[src/rtl/vxlate_pkg.sv]
package vxlate_pkg;

  // Strobes from the control unit to the entry store.
  typedef struct packed {
    logic load;        // write one entry at the update index
    logic flush;       // drop every present flag
    logic clrTouched;  // clear every touched flag
    logic mark;        // set touched on the matching entry
    logic markDirty;   // set dirty on the matching entry
  } tlbStrobe_t;

endpackage

[src/rtl/vxlate_store.sv]
module vxlate_store
  import vxlate_pkg::*;
#(
  parameter int ENTRIES = 16,
  parameter int VPN_W   = 20,
  parameter int PPN_W   = 20,
  parameter int IDX_W   = $clog2(ENTRIES)
) (
  input  logic             clk,
  input  logic             rstN,
  input  tlbStrobe_t       strobe,
  input  logic [VPN_W-1:0] lookVpn,
  input  logic [IDX_W-1:0] updIndex,
  input  logic [VPN_W-1:0] updVpn,
  input  logic [PPN_W-1:0] updPpn,
  input  logic             updPresent,
  input  logic             updRead,
  input  logic             updWrite,
  output logic             matchAny,
  output logic [PPN_W-1:0] matchPpn,
  output logic             matchRd,
  output logic             matchWr,
  output logic             matchTouched,
  output logic             matchDirty
);

  logic [ENTRIES-1:0] validVec;
  logic [ENTRIES-1:0] rdVec;
  logic [ENTRIES-1:0] wrVec;
  logic [ENTRIES-1:0] touchVec;
  logic [ENTRIES-1:0] dirtyVec;
  logic [VPN_W-1:0]   vpnTab [ENTRIES];
  logic [PPN_W-1:0]   ppnTab [ENTRIES];
  logic [ENTRIES-1:0] hitVec;
  logic [IDX_W-1:0]   matchIdx;

  // Parallel compare, one comparator per entry.
  for (genvar g = 0; g < ENTRIES; g++) begin : g_cmp
    assign hitVec[g] = validVec[g] && (vpnTab[g] == lookVpn);
  end

  // Lowest index wins among duplicate mappings.
  always_comb begin
    matchAny = 1'b0;
    matchIdx = '0;
    for (int i = ENTRIES - 1; i >= 0; i--) begin
      if (hitVec[i]) begin
        matchAny = 1'b1;
        matchIdx = IDX_W'(i);
      end
    end
  end

  assign matchPpn     = ppnTab[matchIdx];
  assign matchRd      = rdVec[matchIdx];
  assign matchWr      = wrVec[matchIdx];
  assign matchTouched = touchVec[matchIdx];
  assign matchDirty   = dirtyVec[matchIdx];

  always_ff @(posedge clk or negedge rstN) begin
    if (!rstN) begin
      validVec <= '0;
      rdVec    <= '0;
      wrVec    <= '0;
      touchVec <= '0;
      dirtyVec <= '0;
      for (int i = 0; i < ENTRIES; i++) begin
        vpnTab[i] <= '0;
        ppnTab[i] <= '0;
      end
    end else begin
      for (int i = 0; i < ENTRIES; i++) begin
        if (strobe.flush) begin
          validVec[i] <= 1'b0;
        end else if (strobe.load && updIndex == IDX_W'(i)) begin
          validVec[i] <= updPresent;
        end
        if (strobe.load && updIndex == IDX_W'(i)) begin
          vpnTab[i]   <= updVpn;
          ppnTab[i]   <= updPpn;
          rdVec[i]    <= updRead;
          wrVec[i]    <= updWrite;
          touchVec[i] <= 1'b0;
          dirtyVec[i] <= 1'b0;
        end else begin
          touchVec[i] <= (touchVec[i] & ~strobe.clrTouched)
                       | (strobe.mark && matchIdx == IDX_W'(i));
          dirtyVec[i] <= dirtyVec[i]
                       | (strobe.markDirty && matchIdx == IDX_W'(i));
        end
      end
    end
  end

  // a flush strobe leaves no present entry behind.
  p_flush_empty_r8: assert property (@(posedge clk) disable iff (!rstN)
    strobe.flush |=> (validVec == '0));

endmodule

[src/rtl/vxlate_ctrl.sv]
module vxlate_ctrl
  import vxlate_pkg::*;
#(
  parameter int PAGE_BITS = 12,
  parameter int PPN_W     = 20,
  parameter int PA_W      = PPN_W + PAGE_BITS
) (
  input  logic                 clk,
  input  logic                 rstN,
  input  logic                 reqValid,
  input  logic [PAGE_BITS-1:0] reqOffset,
  input  logic                 reqWrite,
  input  logic                 privMode,
  input  logic                 updValid,
  input  logic                 flushAll,
  input  logic                 clearTouched,
  input  logic                 matchAny,
  input  logic [PPN_W-1:0]     matchPpn,
  input  logic                 matchRd,
  input  logic                 matchWr,
  input  logic                 matchTouched,
  input  logic                 matchDirty,
  output tlbStrobe_t           strobe,
  output logic                 rspValid,
  output logic                 rspHit,
  output logic                 rspMiss,
  output logic                 rspFault,
  output logic [PA_W-1:0]      rspPaddr,
  output logic                 rspWasTouched,
  output logic                 rspWasDirty,
  output logic                 privFault
);

  logic permitted;
  logic isHit;
  logic isMiss;
  logic isFault;
  logic userTry;

  assign permitted = reqWrite ? matchWr : matchRd;
  assign isHit     = reqValid && matchAny && permitted;
  assign isFault   = reqValid && matchAny && !permitted;
  assign isMiss    = reqValid && !matchAny;
  assign userTry   = !privMode && (updValid || flushAll || clearTouched);

  always_comb begin
    strobe.flush      = flushAll && privMode;
    strobe.load       = updValid && privMode && !flushAll;
    strobe.clrTouched = clearTouched && privMode;
    strobe.mark       = isHit;
    strobe.markDirty  = isHit && reqWrite;
  end

  always_ff @(posedge clk or negedge rstN) begin
    if (!rstN) begin
      rspValid      <= 1'b0;
      rspHit        <= 1'b0;
      rspMiss       <= 1'b0;
      rspFault      <= 1'b0;
      rspPaddr      <= '0;
      rspWasTouched <= 1'b0;
      rspWasDirty   <= 1'b0;
      privFault     <= 1'b0;
    end else begin
      rspValid      <= reqValid;
      rspHit        <= isHit;
      rspMiss       <= isMiss;
      rspFault      <= isFault;
      rspPaddr      <= isHit ? {matchPpn, reqOffset} : '0;
      rspWasTouched <= isHit && matchTouched;
      rspWasDirty   <= isHit && matchDirty;
      privFault     <= userTry;
    end
  end

  // one cycle from request to response.
  p_rsp_latency_r1: assert property (@(posedge clk) disable iff (!rstN)
    reqValid |=> rspValid);
  p_rsp_quiet_r1: assert property (@(posedge clk) disable iff (!rstN)
    !reqValid |=> !rspValid);
  // exactly one outcome per response.
  p_one_outcome_r2: assert property (@(posedge clk) disable iff (!rstN)
    rspValid |-> $countones({rspHit, rspMiss, rspFault}) == 1);
  p_no_outcome_r2: assert property (@(posedge clk) disable iff (!rstN)
    !rspValid |-> !(rspHit || rspMiss || rspFault));
  // page offset carried through from the request.
  p_offset_pass_r3: assert property (@(posedge clk) disable iff (!rstN)
    reqValid |=> (!rspHit || rspPaddr[PAGE_BITS-1:0] == $past(reqOffset)));

endmodule

[src/rtl/vxlate_tlb.sv]
module vxlate_tlb
  import vxlate_pkg::*;
#(
  parameter int ENTRIES   = 16,
  parameter int VA_W      = 32,
  parameter int PAGE_BITS = 12,
  parameter int PPN_W     = 20,
  localparam int VPN_W    = VA_W - PAGE_BITS,
  localparam int IDX_W    = $clog2(ENTRIES),
  localparam int PA_W     = PPN_W + PAGE_BITS
) (
  input  logic             clk,
  input  logic             rstN,
  input  logic             reqValid,
  input  logic [VA_W-1:0]  reqVaddr,
  input  logic             reqWrite,
  input  logic             privMode,
  input  logic             updValid,
  input  logic [IDX_W-1:0] updIndex,
  input  logic [VPN_W-1:0] updVpn,
  input  logic [PPN_W-1:0] updPpn,
  input  logic             updPresent,
  input  logic             updRead,
  input  logic             updWrite,
  input  logic             flushAll,
  input  logic             clearTouched,
  output logic             rspValid,
  output logic             rspHit,
  output logic             rspMiss,
  output logic             rspFault,
  output logic [PA_W-1:0]  rspPaddr,
  output logic             rspWasTouched,
  output logic             rspWasDirty,
  output logic             privFault
);

  tlbStrobe_t       strobe;
  logic             matchAny;
  logic [PPN_W-1:0] matchPpn;
  logic             matchRd;
  logic             matchWr;
  logic             matchTouched;
  logic             matchDirty;

  vxlate_ctrl #(
    .PAGE_BITS(PAGE_BITS),
    .PPN_W    (PPN_W)
  ) u_ctrl (
    .clk          (clk),
    .rstN         (rstN),
    .reqValid     (reqValid),
    .reqOffset    (reqVaddr[PAGE_BITS-1:0]),
    .reqWrite     (reqWrite),
    .privMode     (privMode),
    .updValid     (updValid),
    .flushAll     (flushAll),
    .clearTouched (clearTouched),
    .matchAny     (matchAny),
    .matchPpn     (matchPpn),
    .matchRd      (matchRd),
    .matchWr      (matchWr),
    .matchTouched (matchTouched),
    .matchDirty   (matchDirty),
    .strobe       (strobe),
    .rspValid     (rspValid),
    .rspHit       (rspHit),
    .rspMiss      (rspMiss),
    .rspFault     (rspFault),
    .rspPaddr     (rspPaddr),
    .rspWasTouched(rspWasTouched),
    .rspWasDirty  (rspWasDirty),
    .privFault    (privFault)
  );

  vxlate_store #(
    .ENTRIES(ENTRIES),
    .VPN_W  (VPN_W),
    .PPN_W  (PPN_W),
    .IDX_W  (IDX_W)
  ) u_store (
    .clk          (clk),
    .rstN         (rstN),
    .strobe       (strobe),
    .lookVpn      (reqVaddr[VA_W-1:PAGE_BITS]),
    .updIndex     (updIndex),
    .updVpn       (updVpn),
    .updPpn       (updPpn),
    .updPresent   (updPresent),
    .updRead      (updRead),
    .updWrite     (updWrite),
    .matchAny     (matchAny),
    .matchPpn     (matchPpn),
    .matchRd      (matchRd),
    .matchWr      (matchWr),
    .matchTouched (matchTouched),
    .matchDirty   (matchDirty)
  );

  // user-mode attempts never reach the entry store.
  p_user_blocked_r10: assert property (@(posedge clk) disable iff (!rstN)
    !privMode |-> !(strobe.load || strobe.flush || strobe.clrTouched));

endmodule

[config.mk]
export PLATFORM = sky130hd
export DESIGN_NAME = vxlate_tlb
export DESIGN_NICKNAME = d
export VERILOG_FILES = /design/src/rtl/vxlate_pkg.sv /design/src/rtl/vxlate_store.sv /design/src/rtl/vxlate_ctrl.sv /design/src/rtl/vxlate_tlb.sv
export SDC_FILE = /design/constraint.sdc
export NUM_CORES = 2
export LEC_CHECK = 0
export ABC_CLOCK_PERIOD_IN_PS = 4900
export BUFFER_PORTS_ARGS = -buffer_cell sky130_fd_sc_hd__buf_2
export CORE_ASPECT_RATIO = 1.1
export CORE_UTILIZATION = 30
export DETAILED_ROUTE_END_ITERATION = 16
export SLEW_MARGIN = 30
export SYNTH_ARGS = -nofsm -noshare
export SYNTH_HDL_FRONTEND = slang
export SYNTH_SLANG_ARGS = --single-unit
[constraint.sdc]
create_clock -name clk -period 4.9 [get_ports clk]
set_input_delay 0.49 -clock clk [delete_from_list [all_inputs] [get_ports clk]]
set_output_delay 0.49 -clock clk [all_outputs]
set_load 0.1 [all_outputs]
== Yosys cells after proc, flatten, opt, wreduce, memory -nomap -nowiden ==
Index checks and enable logic that the tools add are counted.
Word-level totals
  output and inout port bits: 39
  flip-flop bits (word level): 759
  input bits: 87
  logic and storage cells: 397
Operators by class
  bitwise gates (word level): 50
  mux-type cells: 109
  reductions and logical operators: 100
  equality and inequality tests: 46
  order comparisons: 2
Operators with widths (count)
  == test 20 bit: 16
  two-way mux 1 bit: 85
  binary-select mux 20 bit (select 4 bit): 1
  logical AND 1 bit: 76
  == test 4 bit (second input constant): 16
  two-way mux 4 bit: 16
  two-way mux 20 bit: 2
  == test 4 x 3 -> 1 bit (second input constant): 8
  two-way mux 32 bit: 1
  OR 1 bit: 32
  nonzero test 2 bit: 16
  bitwise AND 1 bit: 16
  binary-select mux 1 bit (select 4 bit): 4
  == test 4 x 2 -> 1 bit (second input constant): 4
  == test 4 x 1 -> 1 bit (second input constant): 2
  logical NOT 4 bit: 2
  greater-or-equal comparator 5 bit (second input constant): 1
  less-than comparator 4 x 5 -> 1 bit (second input constant): 1
  inverter 4 -> 5 bit: 1
  logical NOT 1 bit: 4
  logical OR 1 bit: 2
  inverter 1 bit: 1

== Longest topological paths before layout ==
  depth in word-level cells: 26
  mapped depth: 18
  gate-level depth less buffers: 12

== Cells and area by module ==
Synthesis repeated with hierarchy kept, for this count alone.
Second synthesis, totals
  cell total of the unflattened synthesis: 3624
  area, all modules: 40232.3 um^2
By module, submodules not included
  vxlate_store: cells each 3532, area each 38896.1 um^2, seq. area each 18017.3 um^2, times used 1
  vxlate_ctrl: cells each 92, area each 1336.3 um^2, seq. area each 975.9 um^2, times used 1

== Least setup slack after synthesis ==
OpenSTA, ideal clock, no wires.
  kind: input port to flip-flop
  start: in reqVaddr[14]
  end: reg u_ctrl.rspPaddr[10]
  arrival time: 3921 ps
  buffers on the path: 5
  data required time: 4785 ps
  setup time: 115 ps
  setup slack: 864 ps
  stages on the path: 17
  cells stage by stage: buf_2 > buf_2 > xor2_1 > nor4_1 > nand4_1 > or3_1 > o41a_1 > o221ai_2 > buf_8 > mux2_1 > o221a_2 > and3_1 > nor2b_1 > o21bai_4 > buf_6 > buf_6 > nor2_1
On the way
  cells in the longest elaborated chain, start to end: 23
  elaborated cells between the ends (all ways): 72
  classes of those cells: eq/ne (16); mux (38); reduce/logical (18)
Ends and longest elaborated chain
  start, declared: RTL line vxlate_tlb.sv:15  | input logic [VA_W-1:0] reqVaddr,
  == test 20 bit: RTL line vxlate_store.sv:39  | assign hitVec[g] = validVec[g] && (vpnTab[g] == lookVpn);
  logical AND 1 bit: RTL line vxlate_store.sv:39
  two-way mux 4 bit (16 in a row): RTL line vxlate_store.sv:47  | if (hitVec[i]) begin
  binary-select mux 1 bit (select 4 bit), on equally long branches: RTL line vxlate_store.sv:55, vxlate_store.sv:56
  two-way mux 1 bit, on equally long branches: RTL line vxlate_store.sv:55, vxlate_store.sv:56
  two-way mux 1 bit: RTL line vxlate_ctrl.sv:40  | assign permitted = reqWrite ? matchWr : matchRd;
  logical AND 1 bit (*): RTL line vxlate_ctrl.sv:41  | assign isHit = reqValid && matchAny && permitted;
  two-way mux 32 bit (*): RTL line vxlate_ctrl.sv:69  | rspPaddr <= isHit ? {matchPpn, reqOffset} : '0;
  end signal, assigned: RTL line vxlate_ctrl.sv:69
  end, declared: RTL line vxlate_ctrl.sv:28  | output logic [PA_W-1:0] rspPaddr,
Mark *: on every way between the ends. The rest lies on a longest branch, timed or not. The select of a mux whose other input is x is not followed.
A chain may end at the register's enable or synchronous reset.

== Worst setup path after layout ==
  start: reg u_store.vpnTab[92] in the netlist's numbering
  end: reg u_ctrl.rspPaddr[22]
On the way
  cells in the longest elaborated chain, start to end: 19
  elaborated cells between the ends (all ways): 38
  classes of those cells: eq/ne (1); mux (33); bitwise (1); reduce/logical (3)
Ends and longest elaborated chain
  start, declared: RTL line vxlate_store.sv:32  | logic [VPN_W-1:0] vpnTab [ENTRIES];
  start signal, assigned by index: RTL line vxlate_store.sv:79  | vpnTab[i] <= updVpn;
  == test 20 bit (*): RTL line vxlate_store.sv:39
  logical AND 1 bit (*): RTL line vxlate_store.sv:39
  two-way mux 4 bit (12 in a row): RTL line vxlate_store.sv:47
  binary-select mux 1 bit (select 4 bit) (tied with other cells): RTL line vxlate_store.sv:55  | assign matchRd = rdVec[matchIdx];
  two-way mux 1 bit (not written as such) (tied with other cells): RTL line vxlate_store.sv:55
  two-way mux 1 bit / two-way mux 20 bit (equally long branches): RTL line vxlate_ctrl.sv:40, vxlate_store.sv:54
  logical AND 1 bit / two-way mux 20 bit (equally long branches): RTL line vxlate_ctrl.sv:41, vxlate_store.sv:54
  two-way mux 32 bit (*): RTL line vxlate_ctrl.sv:69
Marked as above.

==> metrics.md <==
| Metric | Value |
|---|---|
| Flops & latches, synth | `759` |
| Tmin final | `4.37 ns` |
| First-pass GRT wire length | `180000 µm` |
| Setup violations, final | `0` |
| Outcome | `complete, no violations` |
| Yosys top cell area share | `51.7%` |
| Final setup TNS | `0 ns` |
| Syn_area_per_cell | `10.8 µm²` |
| Port Buffers | `125` |
| DRC | `0` |
| Die area | `124000 µm²` |
| RSZ-0062 raised after global routing | `no` |
| Post-synthesis instance total | `3397` |
| Initial core utilization | `30.2%` |
| Hold_buf cts | `14` |
| Critical-path cell list | `xnor2_1 > nand4_1 > nor4_2 > nand2_1 > a311oi_1 > buf_4 > o221ai_4 > buf_4 > a41oi_4 > a31o_2 > and3_1 > nor2b_1 > o21bai_4 > buf_12 > buf_4 > a2111oi_2` |
| Core ar. | `121000 µm²` |
| F_max | `229 MHz` |
| Row count | `134` |
| Clock-pin slew on the worst setup and hold paths | `0.06 ns` |
| Synth-to-layout area growth | `17.3%` |
| IO Pins | `126` |
| Post-CTS sizing | `0` |
| Max rail drop VDD | `0.306 mV` |
| Slowest CP cell | `a311oi_1` |
| HP Class | `input pin to flip-flop` |
| TritonCTS clock tree | `built` |
| RePlAce Congestion | `0.957` |
| Worst reg-to-reg setup slack | `0.53 ns` |
| Max FO, Critical Path | `12` |
| Critical Path RT | `5.46 ns` |
| TritonCTS Sinks | `759` |
| Hold depth | `3` |
| Hold EP | `u_ctrl.privFault` |
| Worst path most repeated cell | `buf_4` |
| Largest net degree at the start of global routing | `138` |
| Most common cell after layout, fill and taps aside | `dfrtp_1` |
| Final net count | `3616` |
| Hold Vio Cnt, Final | `0` |
| Post-Synthesis Net Count | `3484` |
| Least-Margin Pin Slew | `0.984 ns` |
| Post-Syn Area | `36700 µm²` |
| Synth top area cells | `dfrtp_1 52%, mux2_2 14%, nand2_1 7.0%, xnor2_1 5.8%, mux2i_1 2.9%` |
| Final wirelength | `121000 µm` |
| Slowest stage delay, CP | `0.46 ns` |
| Leak | `0.0203 µW` |
| Slew headroom | `34.3%` |
| Pwr per Cell Area | `381 nW/µm²` |
| CP Buf/Inv Count | `4` |
| DR vias | `27100` |
| Count of cell types in the netlist | `74` |
| WP data arrival | `4.93 ns` |
| Hold Startpoint | `clearTouched` |
| Die H | `369 µm` |
| Number of global-route vias before repair | `27300` |
| Share of layout cells above drive strength 1 | `26.2%` |
| Async S/R FF share, synth | `100%` |
| CTS root buf | `clkbuf_16` |
| Number of enable flip-flop cells after synthesis | `0` |
| Overall Global Routing Usage | `19.4%` |
| DP Wirelength | `75900 µm` |
| Fin util | `35.5%` |
| Total Power | `16400 µW` |
| Final ANT Viol Nets | `0` |
| Worst Skew | `0.0368 ns` |
| Die Width | `336 µm` |
| Tcrit/Tclk final | `89.2%` |
| Setup crit end kind | `flip-flop` |
| Reg-to-Reg Start | `u_store.vpnTab[92]` |
| R2R Path End | `u_ctrl.rspPaddr[22]` |
| Setup bufs post-CTS | `0` |
| Via density | `5.18` |
| Wire per inst | `23.1 µm` |
| Most frequent cells in the layout | `759 x dfrtp_1, 676 x nand2_1, 462 x mux2_2` |
| Synth warn | `0` |
| Predominant post-synthesis flop cell | `dfrtp_1` |
| Antenna violations before repair | `7` |
| Final Max Tran Viols | `0` |
| R2R depth | `16` |
| Gr ovfl total | `0` |
| CP Class | `flip-flop to flip-flop` |
| Num CTS Buffers | `84` |
| Starting DRT DRC Count | `2105` |
| Register area share after synthesis | `51.7%` |
| Crit start category | `flip-flop` |
| Largest area contributor in the netlist | `dfrtp_1` |
| Clock latency at the later pin of the worst-skew pair | `0.68 ns` |
| Number of H-tree levels | `3` |
| Total stage count of the critical path | `16` |
| Clock Path Buffers | `3` |
| Router iterations before antenna repair | `5` |
| Cell family with most CP delay | `compound AO/OA/AOI/OAI gates` |
| Max-cap violation count | `0` |
state kept, by name, summed over array words and instances, names as in the netlist:
name	count
u_store.ppnTab	320
u_store.vpnTab	320
u_ctrl.rspPaddr	32
u_store.dirtyVec	16
u_store.rdVec	16
u_store.touchVec	16
u_store.validVec	16
u_store.wrVec	16
u_ctrl.privFault	1
u_ctrl.rspFault	1
u_ctrl.rspHit	1
u_ctrl.rspMiss	1
u_ctrl.rspValid	1
u_ctrl.rspWasDirty	1
u_ctrl.rspWasTouched	1
per-stage QoR:
step           hold WS [ns]  cells  setup WS, ns  instance area [µm²]
2_1_floorplan         0.194   3397         0.864                36700
3_3_place_gp          0.451   5058         0.126                39900
3_5_place_dp          0.455   5061        0.0638                40000
4_1_cts              0.0305   5225         0.550                43100
5_1_grt              0.0613   5225         0.338                43100
6_report             0.0597   5229         0.528                43100
power breakdown:
| part | internal, µW | leakage (µW) | switching, µW |
|---|---|---|---|
| Clock | 3950 | 0.00143 | 2780 |
| Sequential | 7010 | 0.0101 | 481 |
| Combinational | 1020 | 0.00868 | 1170 |
metal layers:
metal / share of wire (%) / wire length, µm / vias up / track usage (%)
met1: 44 / 52900 / 14000 / 26.1
met3: 5.5 / 6670 / 240 / 2.44
li1: - / - / 11900 / -
met4: 3.4 / 4050 / 2 / 6.58
met2: 47 / 57100 / 953 / 31.9
met5: 0.011 / 13 / - / 0
area by class of cell:
cell class	count	area, µm²
antenna	4	10.0
clock buffer	115	2370
clock inverter	35	567
fill	12200	78300
inverter	21	78.8
multi-input combinational	2382	16800
sequential	759	19000
tap	1632	2040
timing repair buffer	281	2230
logic make-up (layout without fill, tap and decap cells):
family	count (synthesis)	count (layout)	share of synthesized area, %
flip-flops	759	759	51.7
multiplexers	568	568	17.1
buffers and inverters	256	452	3.06
AND/OR/NAND/NOR	1184	1184	14.6
AO/OA/AOI/OAI	309	309	5.84
other	0	4	0
XOR/XNOR	321	321	7.66
synth_stat cells (all sizes together) (21+ instances only):
library cell and instances:
a21oi 125, buf 64, clkbuf 171, dfrtp 759, inv 21, mux2 463
mux2i 105, nand2 681, nand3 35, nand4 107, nor2 155, nor3 32
nor4 50, o21a 35, o21ai 47, o2bb2ai 31, or2 29, xnor2 245
xor2 76
worst min-delay path, stage by stage:
cell and delay [ns]:
buf_2 0.08, nor3_1 0.04, nor2_1 0.07
worst max path at each step:
| stage | to | from |
|---|---|---|
| finish | u_ctrl.rspPaddr[22] | u_store.vpnTab[92] |
| global route | u_ctrl.rspPaddr[24] | u_store.vpnTab[258] |
| CTS | u_ctrl.rspPaddr[22] | u_store.vpnTab[92] |
| detailed placement | u_ctrl.rspPaddr[22] | reqVaddr[26] |
| global placement | u_store.dirtyVec[9] | reqVaddr[30] |
| floorplan | u_ctrl.rspPaddr[10] | reqVaddr[14] |
Power figures use the tool's default switching activity.
